## src/rtl/pi2c_pkg.sv

```systemverilog
package pi2c_pkg;
  localparam int LEN_W    = 12;
  localparam int TAG_LSB  = 16;
  localparam int HDR_IE   = 17;
  localparam int HDR_RD   = 19;

  localparam int REG_CFG   = 0;
  localparam int REG_TXF   = 1;
  localparam int REG_RXF   = 2;
  localparam int REG_FSTAT = 3;
  localparam int REG_PSTAT = 4;
  localparam int REG_ISTAT = 5;
  localparam int REG_IMASK = 6;

  typedef enum logic [1:0] {
    CMD_ADDR = 2'd0,
    CMD_WR   = 2'd1,
    CMD_RD   = 2'd2
  } cmd_kind_e;

  typedef enum logic [3:0] {
    S_IDLE, S_H1, S_H2, S_ADR, S_WLOAD, S_WBYTE, S_RBYTE, S_DRAIN, S_FIN
  } pstate_e;
endpackage

```

## src/rtl/pi2c_fifo.sv

```systemverilog
module pi2c_fifo #(
  parameter int W     = 32,
  parameter int DEPTH = 8,
  localparam int AW   = (DEPTH > 1) ? $clog2(DEPTH) : 1,
  localparam int CW   = $clog2(DEPTH + 1)
) (
  input  logic          clk,
  input  logic          rst,
  input  logic          push,
  input  logic [W-1:0]  din,
  input  logic          pop,
  output logic [W-1:0]  dout,
  output logic          empty,
  output logic          full,
  output logic [CW-1:0] count
);
  logic [W-1:0]  mem [DEPTH];
  logic [AW-1:0] wptr, rptr;
  logic          do_push, do_pop;

  assign empty   = (count == '0);
  assign full    = (count == CW'(DEPTH));
  assign do_push = push && !full;
  assign do_pop  = pop && !empty;
  assign dout    = mem[rptr];

  always_ff @(posedge clk) begin
    if (do_push) mem[wptr] <= din;
  end

  always_ff @(posedge clk) begin
    if (rst) begin
      wptr  <= '0;
      rptr  <= '0;
      count <= '0;
    end else begin
      if (do_push) wptr <= (wptr == AW'(DEPTH - 1)) ? '0 : wptr + 1'b1;
      if (do_pop)  rptr <= (rptr == AW'(DEPTH - 1)) ? '0 : rptr + 1'b1;
      case ({do_push, do_pop})
        2'b10:   count <= count + 1'b1;
        2'b01:   count <= count - 1'b1;
        default: count <= count;
      endcase
    end
  end
endmodule

```

## src/rtl/pi2c_parser.sv

```systemverilog
module pi2c_parser
  import pi2c_pkg::*;
#(
  parameter int DW = 32,
  localparam int LW = LEN_W
) (
  input  logic          clk,
  input  logic          rst,
  input  logic          enable,
  input  logic [DW-1:0] tx_word,
  input  logic          tx_empty,
  output logic          tx_pop,
  input  logic          rx_full,
  output logic          rx_push,
  output logic [DW-1:0] rx_word,
  output logic          cmd_valid,
  output logic [1:0]    cmd_kind,
  output logic [7:0]    cmd_data,
  output logic          cmd_last,
  input  logic          rsp_valid,
  input  logic [7:0]    rsp_data,
  input  logic          rsp_nack,
  input  logic          rsp_arb,
  input  logic          rsp_tmo,
  output logic          busy,
  output logic          done,
  output logic [7:0]    tag,
  output logic [LW-1:0] bytecnt,
  output logic          nack_a,
  output logic          nack_d,
  output logic          arb_lost,
  output logic          ie,
  output logic          ev_done,
  output logic          ev_nack,
  output logic          ev_arb,
  output logic          ev_tmo
);
  pstate_e       st;
  logic [LW-1:0] remain, words_left;
  logic [1:0]    lane;
  logic [DW-1:0] wbuf, rbuf;
  logic [7:0]    addr_q;
  logic          rd_q, issued;
  logic          rsp_take, need_push, fail_any;

  assign need_push = (lane == 2'd3) || (remain == '0);
  assign rsp_take  = issued && rsp_valid &&
                     (st == S_ADR || st == S_WBYTE || st == S_RBYTE);
  assign fail_any  = rsp_nack || rsp_arb || rsp_tmo;
  assign ev_done   = (st == S_FIN);
  assign ev_nack   = rsp_take && rsp_nack && (st != S_RBYTE);
  assign ev_arb    = rsp_take && rsp_arb;
  assign ev_tmo    = rsp_take && rsp_tmo;
  assign rx_push   = (st == S_RBYTE) && rsp_take && !(rsp_arb || rsp_tmo) && need_push;

  always_comb begin
    rx_word = rbuf;
    rx_word[{lane, 3'b000} +: 8] = rsp_data;
  end

  always_comb begin
    case (st)
      S_IDLE:                 tx_pop = enable && !tx_empty;
      S_H1, S_H2, S_WLOAD:    tx_pop = !tx_empty;
      S_DRAIN:                tx_pop = !tx_empty && (words_left != '0);
      default:                tx_pop = 1'b0;
    endcase
  end

  always_ff @(posedge clk) begin
    if (rst) begin
      st <= S_IDLE;
      {busy, done, nack_a, nack_d, arb_lost, ie, rd_q, issued} <= '0;
      {cmd_valid, cmd_last} <= '0;
      cmd_kind   <= CMD_ADDR;
      cmd_data   <= '0;
      tag        <= '0;
      bytecnt    <= '0;
      remain     <= '0;
      words_left <= '0;
      lane       <= '0;
      wbuf       <= '0;
      rbuf       <= '0;
      addr_q     <= '0;
    end else begin
      case (st)
        S_IDLE: if (tx_pop) begin
          tag      <= tx_word[TAG_LSB +: 8];
          busy     <= 1'b1;
          done     <= 1'b0;
          nack_a   <= 1'b0;
          nack_d   <= 1'b0;
          arb_lost <= 1'b0;
          bytecnt  <= '0;
          st       <= S_H1;
        end
        S_H1: if (tx_pop) begin
          remain     <= tx_word[LW-1:0];
          words_left <= (tx_word[LW-1:0] >> 2) + 1'b1;
          st         <= S_H2;
        end
        S_H2: if (tx_pop) begin
          rd_q   <= tx_word[HDR_RD];
          ie     <= tx_word[HDR_IE];
          addr_q <= tx_word[7:0];
          if (tx_word[HDR_RD]) words_left <= '0;
          issued <= 1'b0;
          st     <= S_ADR;
        end
        S_ADR: begin
          if (!issued) begin
            cmd_valid <= 1'b1;
            cmd_kind  <= CMD_ADDR;
            cmd_data  <= addr_q;
            cmd_last  <= 1'b0;
            issued    <= 1'b1;
          end else if (rsp_valid) begin
            cmd_valid <= 1'b0;
            issued    <= 1'b0;
            lane      <= '0;
            rbuf      <= '0;
            if (fail_any) begin
              nack_a   <= rsp_nack;
              arb_lost <= rsp_arb;
              st       <= S_DRAIN;
            end else begin
              st <= rd_q ? S_RBYTE : S_WLOAD;
            end
          end
        end
        S_WLOAD: if (tx_pop) begin
          wbuf       <= tx_word;
          words_left <= words_left - 1'b1;
          lane       <= '0;
          issued     <= 1'b0;
          st         <= S_WBYTE;
        end
        S_WBYTE: begin
          if (!issued) begin
            cmd_valid <= 1'b1;
            cmd_kind  <= CMD_WR;
            cmd_data  <= wbuf[{lane, 3'b000} +: 8];
            cmd_last  <= (remain == '0);
            issued    <= 1'b1;
          end else if (rsp_valid) begin
            cmd_valid <= 1'b0;
            issued    <= 1'b0;
            if (fail_any) begin
              nack_d   <= rsp_nack;
              arb_lost <= rsp_arb;
              st       <= S_DRAIN;
            end else begin
              bytecnt <= bytecnt + 1'b1;
              if (remain == '0) st <= S_FIN;
              else begin
                remain <= remain - 1'b1;
                if (lane == 2'd3) st <= S_WLOAD;
                else lane <= lane + 1'b1;
              end
            end
          end
        end
        S_RBYTE: begin
          if (!issued) begin
            if (!(need_push && rx_full)) begin
              cmd_valid <= 1'b1;
              cmd_kind  <= CMD_RD;
              cmd_data  <= '0;
              cmd_last  <= (remain == '0);
              issued    <= 1'b1;
            end
          end else if (rsp_valid) begin
            cmd_valid <= 1'b0;
            issued    <= 1'b0;
            if (rsp_arb || rsp_tmo) begin
              arb_lost <= rsp_arb;
              st       <= S_DRAIN;
            end else begin
              bytecnt <= bytecnt + 1'b1;
              if (need_push) begin
                rbuf <= '0;
                lane <= '0;
              end else begin
                rbuf <= rx_word;
                lane <= lane + 1'b1;
              end
              if (remain == '0) st <= S_FIN;
              else remain <= remain - 1'b1;
            end
          end
        end
        S_DRAIN: begin
          if (words_left == '0) st <= S_FIN;
          else if (tx_pop) words_left <= words_left - 1'b1;
        end
        S_FIN: begin
          busy <= 1'b0;
          done <= 1'b1;
          st   <= S_IDLE;
        end
        default: st <= S_IDLE;
      endcase
    end
  end
endmodule

```

## src/rtl/pi2c_regs.sv

```systemverilog
module pi2c_regs
  import pi2c_pkg::*;
#(
  parameter int AW    = 3,
  parameter int DW    = 32,
  parameter int TX_CW = 4,
  parameter int RX_CW = 4
) (
  input  logic             clk,
  input  logic             rst,
  input  logic             host_wr,
  input  logic             host_rd,
  input  logic [AW-1:0]    host_addr,
  input  logic [DW-1:0]    host_wdata,
  output logic [DW-1:0]    host_rdata,
  output logic             irq,
  output logic             enable,
  output logic             tx_push,
  output logic             rx_pop,
  input  logic [TX_CW-1:0] tx_free,
  input  logic [RX_CW-1:0] rx_cnt,
  input  logic [DW-1:0]    rx_head,
  input  logic             rx_empty,
  input  logic             p_busy,
  input  logic             p_done,
  input  logic [7:0]       p_tag,
  input  logic [LEN_W-1:0] p_cnt,
  input  logic             p_na,
  input  logic             p_nd,
  input  logic             p_arb,
  input  logic             p_ie,
  input  logic             ev_done,
  input  logic             ev_nack,
  input  logic             ev_arb,
  input  logic             ev_tmo,
  output logic [3:0]       int_stat,
  output logic [3:0]       int_mask
);
  logic [1:0]    cfg;
  logic [3:0]    clr, set;
  logic [DW-1:0] fstat, pstat;

  assign enable  = cfg[0] && cfg[1];
  assign tx_push = host_wr && (host_addr == AW'(REG_TXF));
  assign rx_pop  = host_rd && (host_addr == AW'(REG_RXF));
  assign clr     = (host_wr && host_addr == AW'(REG_ISTAT)) ? host_wdata[3:0] : 4'b0;
  assign set     = {ev_tmo, ev_arb, ev_nack, ev_done};
  assign fstat   = {{(DW-8){1'b0}}, 4'(tx_free), 4'(rx_cnt)};
  assign pstat   = {{(DW-25){1'b0}}, p_done, p_tag, p_cnt, p_na, p_nd, p_arb, p_busy};

  always_ff @(posedge clk) begin
    if (rst) begin
      cfg        <= '0;
      int_stat   <= '0;
      int_mask   <= '0;
      irq        <= 1'b0;
      host_rdata <= '0;
    end else begin
      if (host_wr && host_addr == AW'(REG_CFG))   cfg      <= host_wdata[1:0];
      if (host_wr && host_addr == AW'(REG_IMASK)) int_mask <= host_wdata[3:0];
      int_stat <= (int_stat & ~clr) | set;
      irq      <= |(int_stat & int_mask & {3'b111, p_ie});
      if (host_rd) begin
        case (host_addr)
          AW'(REG_CFG):   host_rdata <= {{(DW-2){1'b0}}, cfg};
          AW'(REG_RXF):   host_rdata <= rx_empty ? '0 : rx_head;
          AW'(REG_FSTAT): host_rdata <= fstat;
          AW'(REG_PSTAT): host_rdata <= pstat;
          AW'(REG_ISTAT): host_rdata <= {{(DW-4){1'b0}}, int_stat};
          AW'(REG_IMASK): host_rdata <= {{(DW-4){1'b0}}, int_mask};
          default:        host_rdata <= '0;
        endcase
      end
    end
  end
endmodule

```

## src/rtl/pkt_i2c_frontend.sv

```systemverilog
module pkt_i2c_frontend
  import pi2c_pkg::*;
#(
  parameter int TX_DEPTH = 8,
  parameter int RX_DEPTH = 8,
  localparam int TX_CW   = $clog2(TX_DEPTH + 1),
  localparam int RX_CW   = $clog2(RX_DEPTH + 1)
) (
  input  logic        clk,
  input  logic        rst,
  input  logic        host_wr,
  input  logic        host_rd,
  input  logic [2:0]  host_addr,
  input  logic [31:0] host_wdata,
  output logic [31:0] host_rdata,
  output logic        irq,
  output logic        cmd_valid,
  output logic [1:0]  cmd_kind,
  output logic [7:0]  cmd_data,
  output logic        cmd_last,
  input  logic        rsp_valid,
  input  logic [7:0]  rsp_data,
  input  logic        rsp_nack,
  input  logic        rsp_arb,
  input  logic        rsp_tmo
);
  logic             enable, tx_push, tx_pop, tx_empty, tx_full;
  logic             rx_push, rx_pop, rx_empty, rx_full;
  logic [31:0]      tx_word, rx_word, rx_head;
  logic [TX_CW-1:0] tx_cnt, tx_free;
  logic [RX_CW-1:0] rx_cnt;
  logic             p_busy, p_done, p_na, p_nd, p_arb, p_ie;
  logic [7:0]       p_tag;
  logic [LEN_W-1:0] p_cnt;
  logic             ev_done, ev_nack, ev_arb, ev_tmo;
  logic [3:0]       int_stat, int_mask;

  assign tx_free = TX_CW'(TX_DEPTH) - tx_cnt;

  pi2c_fifo #(.W(32), .DEPTH(TX_DEPTH)) u_txf (
    .clk, .rst, .push(tx_push), .din(host_wdata), .pop(tx_pop),
    .dout(tx_word), .empty(tx_empty), .full(tx_full), .count(tx_cnt));

  pi2c_fifo #(.W(32), .DEPTH(RX_DEPTH)) u_rxf (
    .clk, .rst, .push(rx_push), .din(rx_word), .pop(rx_pop),
    .dout(rx_head), .empty(rx_empty), .full(rx_full), .count(rx_cnt));

  pi2c_parser #(.DW(32)) u_prs (
    .clk, .rst, .enable, .tx_word, .tx_empty, .tx_pop, .rx_full, .rx_push, .rx_word,
    .cmd_valid, .cmd_kind, .cmd_data, .cmd_last,
    .rsp_valid, .rsp_data, .rsp_nack, .rsp_arb, .rsp_tmo,
    .busy(p_busy), .done(p_done), .tag(p_tag), .bytecnt(p_cnt),
    .nack_a(p_na), .nack_d(p_nd), .arb_lost(p_arb), .ie(p_ie),
    .ev_done, .ev_nack, .ev_arb, .ev_tmo);

  pi2c_regs #(.AW(3), .DW(32), .TX_CW(TX_CW), .RX_CW(RX_CW)) u_regs (
    .clk, .rst, .host_wr, .host_rd, .host_addr, .host_wdata, .host_rdata, .irq,
    .enable, .tx_push, .rx_pop, .tx_free, .rx_cnt, .rx_head, .rx_empty,
    .p_busy, .p_done, .p_tag, .p_cnt, .p_na, .p_nd, .p_arb, .p_ie,
    .ev_done, .ev_nack, .ev_arb, .ev_tmo, .int_stat, .int_mask);
endmodule

```

## config.mk

```make
export PLATFORM = sky130hd
export DESIGN_NAME = pkt_i2c_frontend
export DESIGN_NICKNAME = d
export VERILOG_FILES = /design/src/rtl/pi2c_pkg.sv /design/src/rtl/pi2c_fifo.sv /design/src/rtl/pi2c_parser.sv /design/src/rtl/pi2c_regs.sv /design/src/rtl/pkt_i2c_frontend.sv
export SDC_FILE = /design/constraint.sdc
export NUM_CORES = 1
export LEC_CHECK = 0
export ABC_CLOCK_PERIOD_IN_PS = 6600
export BUFFER_PORTS_ARGS = -buffer_cell sky130_fd_sc_hd__buf_2
export CAP_MARGIN = 10
export CELL_PAD_IN_SITES_DETAIL_PLACEMENT = 0
export CELL_PAD_IN_SITES_GLOBAL_PLACEMENT = 1
export CORE_ASPECT_RATIO = 1.75
export CORE_MARGIN = 2
export CORE_UTILIZATION = 50
export CTS_CLUSTER_DIAMETER = 50
export DETAILED_ROUTE_END_ITERATION = 16
export GPL_TIMING_DRIVEN = 0
export PLACE_DENSITY_LB_ADDON = 0.1
export SLEW_MARGIN = 10
export SYNTH_ARGS = -nofsm -noshare
export SYNTH_HDL_FRONTEND = slang
export SYNTH_SLANG_ARGS = --single-unit
```

## constraint.sdc

```tcl
create_clock -name clk -period 6.6 [get_ports clk]
set_clock_uncertainty 0.15 [all_clocks]
set_input_delay 0.99 -clock clk [delete_from_list [all_inputs] [get_ports clk]]
set_output_delay 0.99 -clock clk [all_outputs]
set_load 0.005 [all_outputs]
```

# After elaboration in Yosys (flattened, before gate mapping)
# Memory sizes are Yosys's and may differ from the RTL's. A register that Yosys moved wholly into a read port is not among the register bits.
# Cells that the tools add are included.
[totals]
elab_cells = 310
inputBits = 51
ramBits = 512
output_inout_bits = 45
reg_bits = 205
mem_count = 2
[classes]
n_eq_ne = 57
n_bitwise = 5
mux = 122
shift = 3
n_reduce_logical = 74
n_addsub = 15
[mem_list]
columns = ["name", "depth", "width", "rd", "rd_clocked_by_memory_dff", "write_ports", "line", "rtl"]
rows = [
  ["u_rxf.mem", 8, 32, 1, 1, 1, "pi2c_fifo.sv:17", "logic [W-1:0] mem [DEPTH];"],
  ["u_txf.mem", 8, 32, 1, 1, 1, "pi2c_fifo.sv:17", ""],
]
[ops]
columns = ["op", "count"]
rows = [
  ["12-bit two-way mux", 20],
  ["32-bit two-way mux", 7],
  ["32-bit one-hot mux with 6 select lines", 1],
  ["4-bit two-way mux", 18],
  ["12-bit one-hot mux with 3 select lines", 2],
  ["32-bit one-hot mux with 2 select lines", 1],
  ["12-bit one-hot mux with 4 select lines", 1],
  ["2-bit two-way mux", 17],
  ["2-bit != test, second input constant", 17],
  ["32-bit bitwise mux", 1],
  ["8-bit two-way mux", 4],
  ["4-bit one-hot mux with 8 select lines", 1],
  ["8-bit by 7-bit variable shift with 32-bit output, first input constant", 1],
  ["32-bit by 6-bit variable part select with 8-bit output", 1],
  ["8-bit by 7-bit variable part select with 32-bit output", 1],
  ["1-bit two-way mux", 27],
  ["12-bit zero test", 2],
  ["3-bit two-way mux", 8],
  ["8-bit one-hot mux with 3 select lines", 1],
  ["8-bit AND reduction", 3],
  ["12-bit by 1-bit subtractor with 12-bit output, second input constant", 2],
  ["1-bit logical AND", 22],
  ["2-bit by 1-bit != test with 1-bit output, second input constant", 11],
  ["3-bit == test, second input constant", 7],
  ["44 further kinds", 100],
]

# Longest topological paths before layout
[logic_depth]
word_depth = 10
mapped_depth = 14
depth_no_buf = 13

# Modules after synthesis
# A second synthesis with hierarchy kept.
[hier_totals]
cells_unflattened = 2085
hier_area_um2 = 30140.2
[by_module_without_submodules]
columns = ["mod", "n_inst", "area_per_inst_um2", "seq_area_each_um2", "cells_per_inst"]
rows = [
  ["pi2c_fifo", 2, 10301.1, 7947.6, 448],
  ["pi2c_parser", 1, 7512.2, 2842.7, 961],
  ["pi2c_regs", 1, 1978.1, 860.8, 222],
  ["pkt_i2c_frontend", 1, 47.5, 0.0, 6],
]

# Worst setup path before layout
# OpenSTA, ideal clock, no wires.
[synth_timing]
kind = "input to register"
start = "input host_addr[2]"
end = "memory u_txf.mem[0][0] (enable)"
setup_ns = 0.501
t_required_ns = 5.949
stages = 6
arrival_time_ns = 4.960
path_buffers = 3
slack_ns = 0.989
path_cell_list = "clkbuf_1 > nor2b_1 > clkbuf_1 > nand3b_1 > clkbuf_1 > nor4_1"
[synth_between]
elab_chain_len = 5
[synth_lines]
columns = ["item", "line", "rtl"]
rows = [
  ["start: declaration", "pkt_i2c_frontend.sv:13", "input logic [2:0] host_addr,"],
  ["3-bit by 1-bit == test with 1-bit output", "pi2c_regs.sv:44", "assign tx_push = host_wr && (host_addr == AW'(REG_TXF));"],
  ["1-bit logical AND", "pi2c_regs.sv:44", ""],
  ["1-bit logical AND", "pi2c_fifo.sv:23", "assign do_push = push && !full;"],
  ["1-bit two-way mux", "pi2c_fifo.sv:28", "if (do_push) mem[wptr] <= din;"],
  ["1-bit two-way mux (not written as such)", "pi2c_fifo.sv:28", ""],
  ["end: declaration", "pi2c_fifo.sv:17", ""],
]
# Every way passes these cells.

# Final worst setup path
[layout_timing]
start = "register u_prs.remain[1]"
end = "memory u_rxf.mem[6][21] (enable)"
[layout_between]
elab_chain_len = 6
[layout_lines]
columns = ["item", "line", "rtl"]
rows = [
  ["start: declaration", "pi2c_parser.sv:39", "logic [LW-1:0] remain, words_left;"],
  ["start signal: assignment", "pi2c_parser.sv:98", "remain <= tx_word[LW-1:0];"],
  ["start signal: assignment", "pi2c_parser.sv:156", "remain <= remain - 1'b1;"],
  ["start signal: assignment", "pi2c_parser.sv:188", "else remain <= remain - 1'b1;"],
  ["12-bit zero test", "pi2c_parser.sv:46", "assign need_push = (lane == 2'd3) || (remain == '0);"],
  ["1-bit logical OR", "pi2c_parser.sv:46", ""],
  ["1-bit logical AND", "pi2c_parser.sv:54", "assign rx_push = (st == S_RBYTE) && rsp_take && !(rsp_arb || rsp_tmo) && need_push;"],
  ["1-bit logical AND", "pi2c_fifo.sv:23", ""],
  ["1-bit two-way mux", "pi2c_fifo.sv:28", ""],
  ["1-bit two-way mux (not written as such)", "pi2c_fifo.sv:28", ""],
  ["end: declaration", "pi2c_fifo.sv:17", ""],
]
# Every way passes these cells.

==> results.cfg <==
[clock_network]
numCtsBuffers = 67
clk_latency_ns = 0.60
htreeDepth = 3
ctsLongestPathBuffers = 3
path_clk_slew_ns = 0.07
clock_sinks = 723
cts-root-buf = clkbuf_16
ctsResizeCount = 0
cts_tree = yes
cts_setup_buffers = 0
cts-hold-fix-buffers = 0

[timing]
setup_viol_count_final = 0
hold_ws_ns = 0.323
rsz0062_at_grt = false
period_needed_ns = 4.82
hold_violations = 0
setup_tns_ns = 0
slew-limit-headroom_pct = 11.2
finalWorstSetupSlack_ns = 1.78
post-route-period-util_pct = 73.0
slew_violations = 0
tightest_slew_ns = 1.29
max_freq_mhz = 208

[route]
first_iter_violations = 1365
first_pass_iters = 5
drt-total-wl_um = 76700
avgViaCountPerCell = 5.87
wire_per_inst_um = 25.0
drc = 0
antenna_left = 0
vias = 17973

[flow_run]
cap_viol_max_count = 0

[setup_path]
criticalPathCategory = reg -> reg
required_ns = 6.76
worstPathMaxFanout = 9
arrival_ns = 4.98
reg2regPathDepth = 14
end_kind = flop
crit_path_start_kind = flop

[final_layout]
area_delta_synth_final_pct = 15.0
drive_above_1_share_pct = 19.1
nFillCells = 4593
register_area_mm2 = 0.0196
final_net_count = 2311
multi_input_area_mm2 = 0.00914

[grt]
track_usage_pct = 25.6
grt_pass1_wl_um = 115000
grt_max_degree = 22
grt_pass1_vias = 18237
antenna_found_initial = 2
overflow = 0

[placement]
io_buffers = 94
dp_slack_ns = 1.78
dp_hpwl_um = 56000
gp_congestion = 0.931

[floorplan]
dieHeight_um = 324
initial_core_util_pct = 50.4
rows = 117
ios = 96
coreArea_mm2 = 0.0581
die_w_um = 187
die_area_mm2 = 0.0606

[synth]
yosys.area.top_type = edfxtp_1
synth_top_family_by_area = multiplexers
synth_seq_cells = 723
synth_top_cells_by_count = edfxtp_1 (512), nor2_1 (229), dfxtp_1 (211), mux4_2 (136), nand2_1 (128)
synth_compound_area_share_pct = 8.06
muxShareOfSynthArea_pct = 13.3
synth_top_area_share_pct = 52.5
synth-simple-area-share_pct = 7.52
synthesis.area_mm2 = 0.0293
yosys_most_used_dff = edfxtp_1
ys_warn_count = 0
synth_area_leaders = edfxtp_1 (52%), dfxtp_1 (14%), mux4_2 (10%)
avgSynthCellArea_um2 = 14.5
synth.distinct_cells = 71
ys_seq_area_share_pct = 66.9
synth_most_common_cell = edfxtp_1
synth_edf_count = 512
synth-xor-area-share_pct = 0.807
syn-num-nets = 2098
yosys.area_share.adder_pct = 1.11
synth_cells = 2021
ys_async_sr_fraction_pct = 0

[power]
ir_drop_v = 0.000251
p_leak_nw = 11.0
pwr_density_cell_mw_per_mm2 = 291
power_mw = 9.82

[worst_hold_path]
hp-class = reg -> reg
holdPathStages = 2

[status]
status = finished, final reports clean
cell type report:
type | instances | share of cell area [%]
plain buffers | 120 | 1.44
clock buffers | 91 | 5.86
flip-flops and latches | 723 | 58.1
clock inverters | 28 | 0.957
repair buffers | 144 | 3.02
multi-input cells | 1124 | 27.1
diodes | 4 | 0.0297
well taps | 773 | 2.87
inverters | 54 | 0.601
per-stage QoR:
stage,util [%],std cells,instance area (um2)
4_1_cts,58.0,3056,33700
3_3_place_gp,52.9,2888,30700
2_1_floorplan,-,2021,29300
6_report,58.0,3061,33700
5_1_grt,58.0,3057,33700
3_5_place_dp,54.0,2937,31400
flip-flops by register name (all words and copies together) (netlist names), 4 cells and up, named ones only:
name	flops
u_txf.count	4
u_prs.wbuf	32
u_rxf.count	4
u_prs.tag	8
u_prs.rbuf	32
u_prs.bytecnt	12
u_regs.int_stat	4
u_prs.words_left	12
u_prs.remain	12
u_txf.mem	256
u_prs.addr_q	8
u_prs.st	4
u_regs.host_rdata	32
u_regs.int_mask	4
u_rxf.mem	256
u_prs.cmd_data	8
layout by cell type, fill, tap and decap left out, types with 6 or more instances in the layout:
master | synthesis | routed
edfxtp_1 | 512 | 512
nor2_1 | 229 | 224
dfxtp_1 | 211 | 211
mux4_2 | 136 | 136
nand2_1 | 128 | 128
buf_2 | 27 | 124
o21ai_0 | 99 | 93
clkbuf_1 | 80 | 91
mux2i_1 | 83 | 83
a22oi_1 | 80 | 80
clkbuf_16 | 0 | 74
a211oi_1 | 64 | 64
a21oi_1 | 59 | 59
inv_1 | 53 | 53
ha_1 | 26 | 26
nor3_1 | 31 | 25
buf_4 | 0 | 23
xor2_1 | 22 | 22
buf_6 | 0 | 15
nand2b_1 | 14 | 14
nor2b_1 | 14 | 14
buf_1 | 13 | 13
nand3_1 | 10 | 10
nor3b_1 | 12 | 10
a31oi_1 | 10 | 10
clkinv_1 | 1 | 8
or3_1 | 8 | 8
nor4_1 | 9 | 8
o21ai_1 | 1 | 7
bufinv_16 | 0 | 7
nor3_2 | 0 | 6
and3_1 | 6 | 6
clkinv_2 | 0 | 6
clkbuf_8 | 0 | 6
worst max-delay path, stage by stage, from the launching register on:
cell     delay, ns
dfxtp_1       0.32
inv_1         0.07
ha_1          0.20
or4b_4        0.53
nor4_4        0.34
a21oi_2       0.16
or4b_1        0.68
buf_2         0.24
inv_1         0.09
nand2_1       0.17
nor3b_2       0.73
buf_6         0.26
buf_4         0.22
buf_6         0.18
buf_6         0.17
kinds of logic (layout without fill, tap and decap cells):
| kind of cell | count (synthesis) | count (layout) |
|---|---|---|
| AND/OR/NAND/NOR | 490 | 490 |
| AO/OA/AOI/OAI | 362 | 362 |
| flip-flops | 723 | 723 |
| adder cells (fa/ha/maj) | 26 | 26 |
| buffers and inverters | 174 | 437 |
| multiplexers | 219 | 219 |
| other | 0 | 4 |
| XOR/XNOR | 27 | 27 |
report_power, final:
part           switching [mW]  internal [mW]  total [mW]
clock network            1.68           2.38        4.06
logic                   0.569          0.277       0.846
registers              0.0371           4.88        4.91
layer usage:
| metal | vias up | GRT usage, % | routed length, um |
|---|---|---|---|
| li1 | 8178 | - | - |
| met4 | 0 | 11.7 | 3500 |
| met1 | 9109 | 28.2 | 27900 |
| met2 | 515 | 49.0 | 42200 |
| met3 | 171 | 3.19 | 3030 |
| met5 | - | 0 | 0 |
final timing paths:
kind	endpoint	startpoint	slack (ns)
hold / removal	u_regs.host_rdata[1]	u_regs.host_rdata[1]	0.32
setup / recovery	u_rxf.mem[6][21]	u_prs.remain[1]	1.78
setup reg to reg	u_rxf.mem[6][21]	u_prs.remain[1]	1.78
hold reg to reg	u_regs.host_rdata[1]	u_regs.host_rdata[1]	0.32
Power figures use the tool's default switching activity.
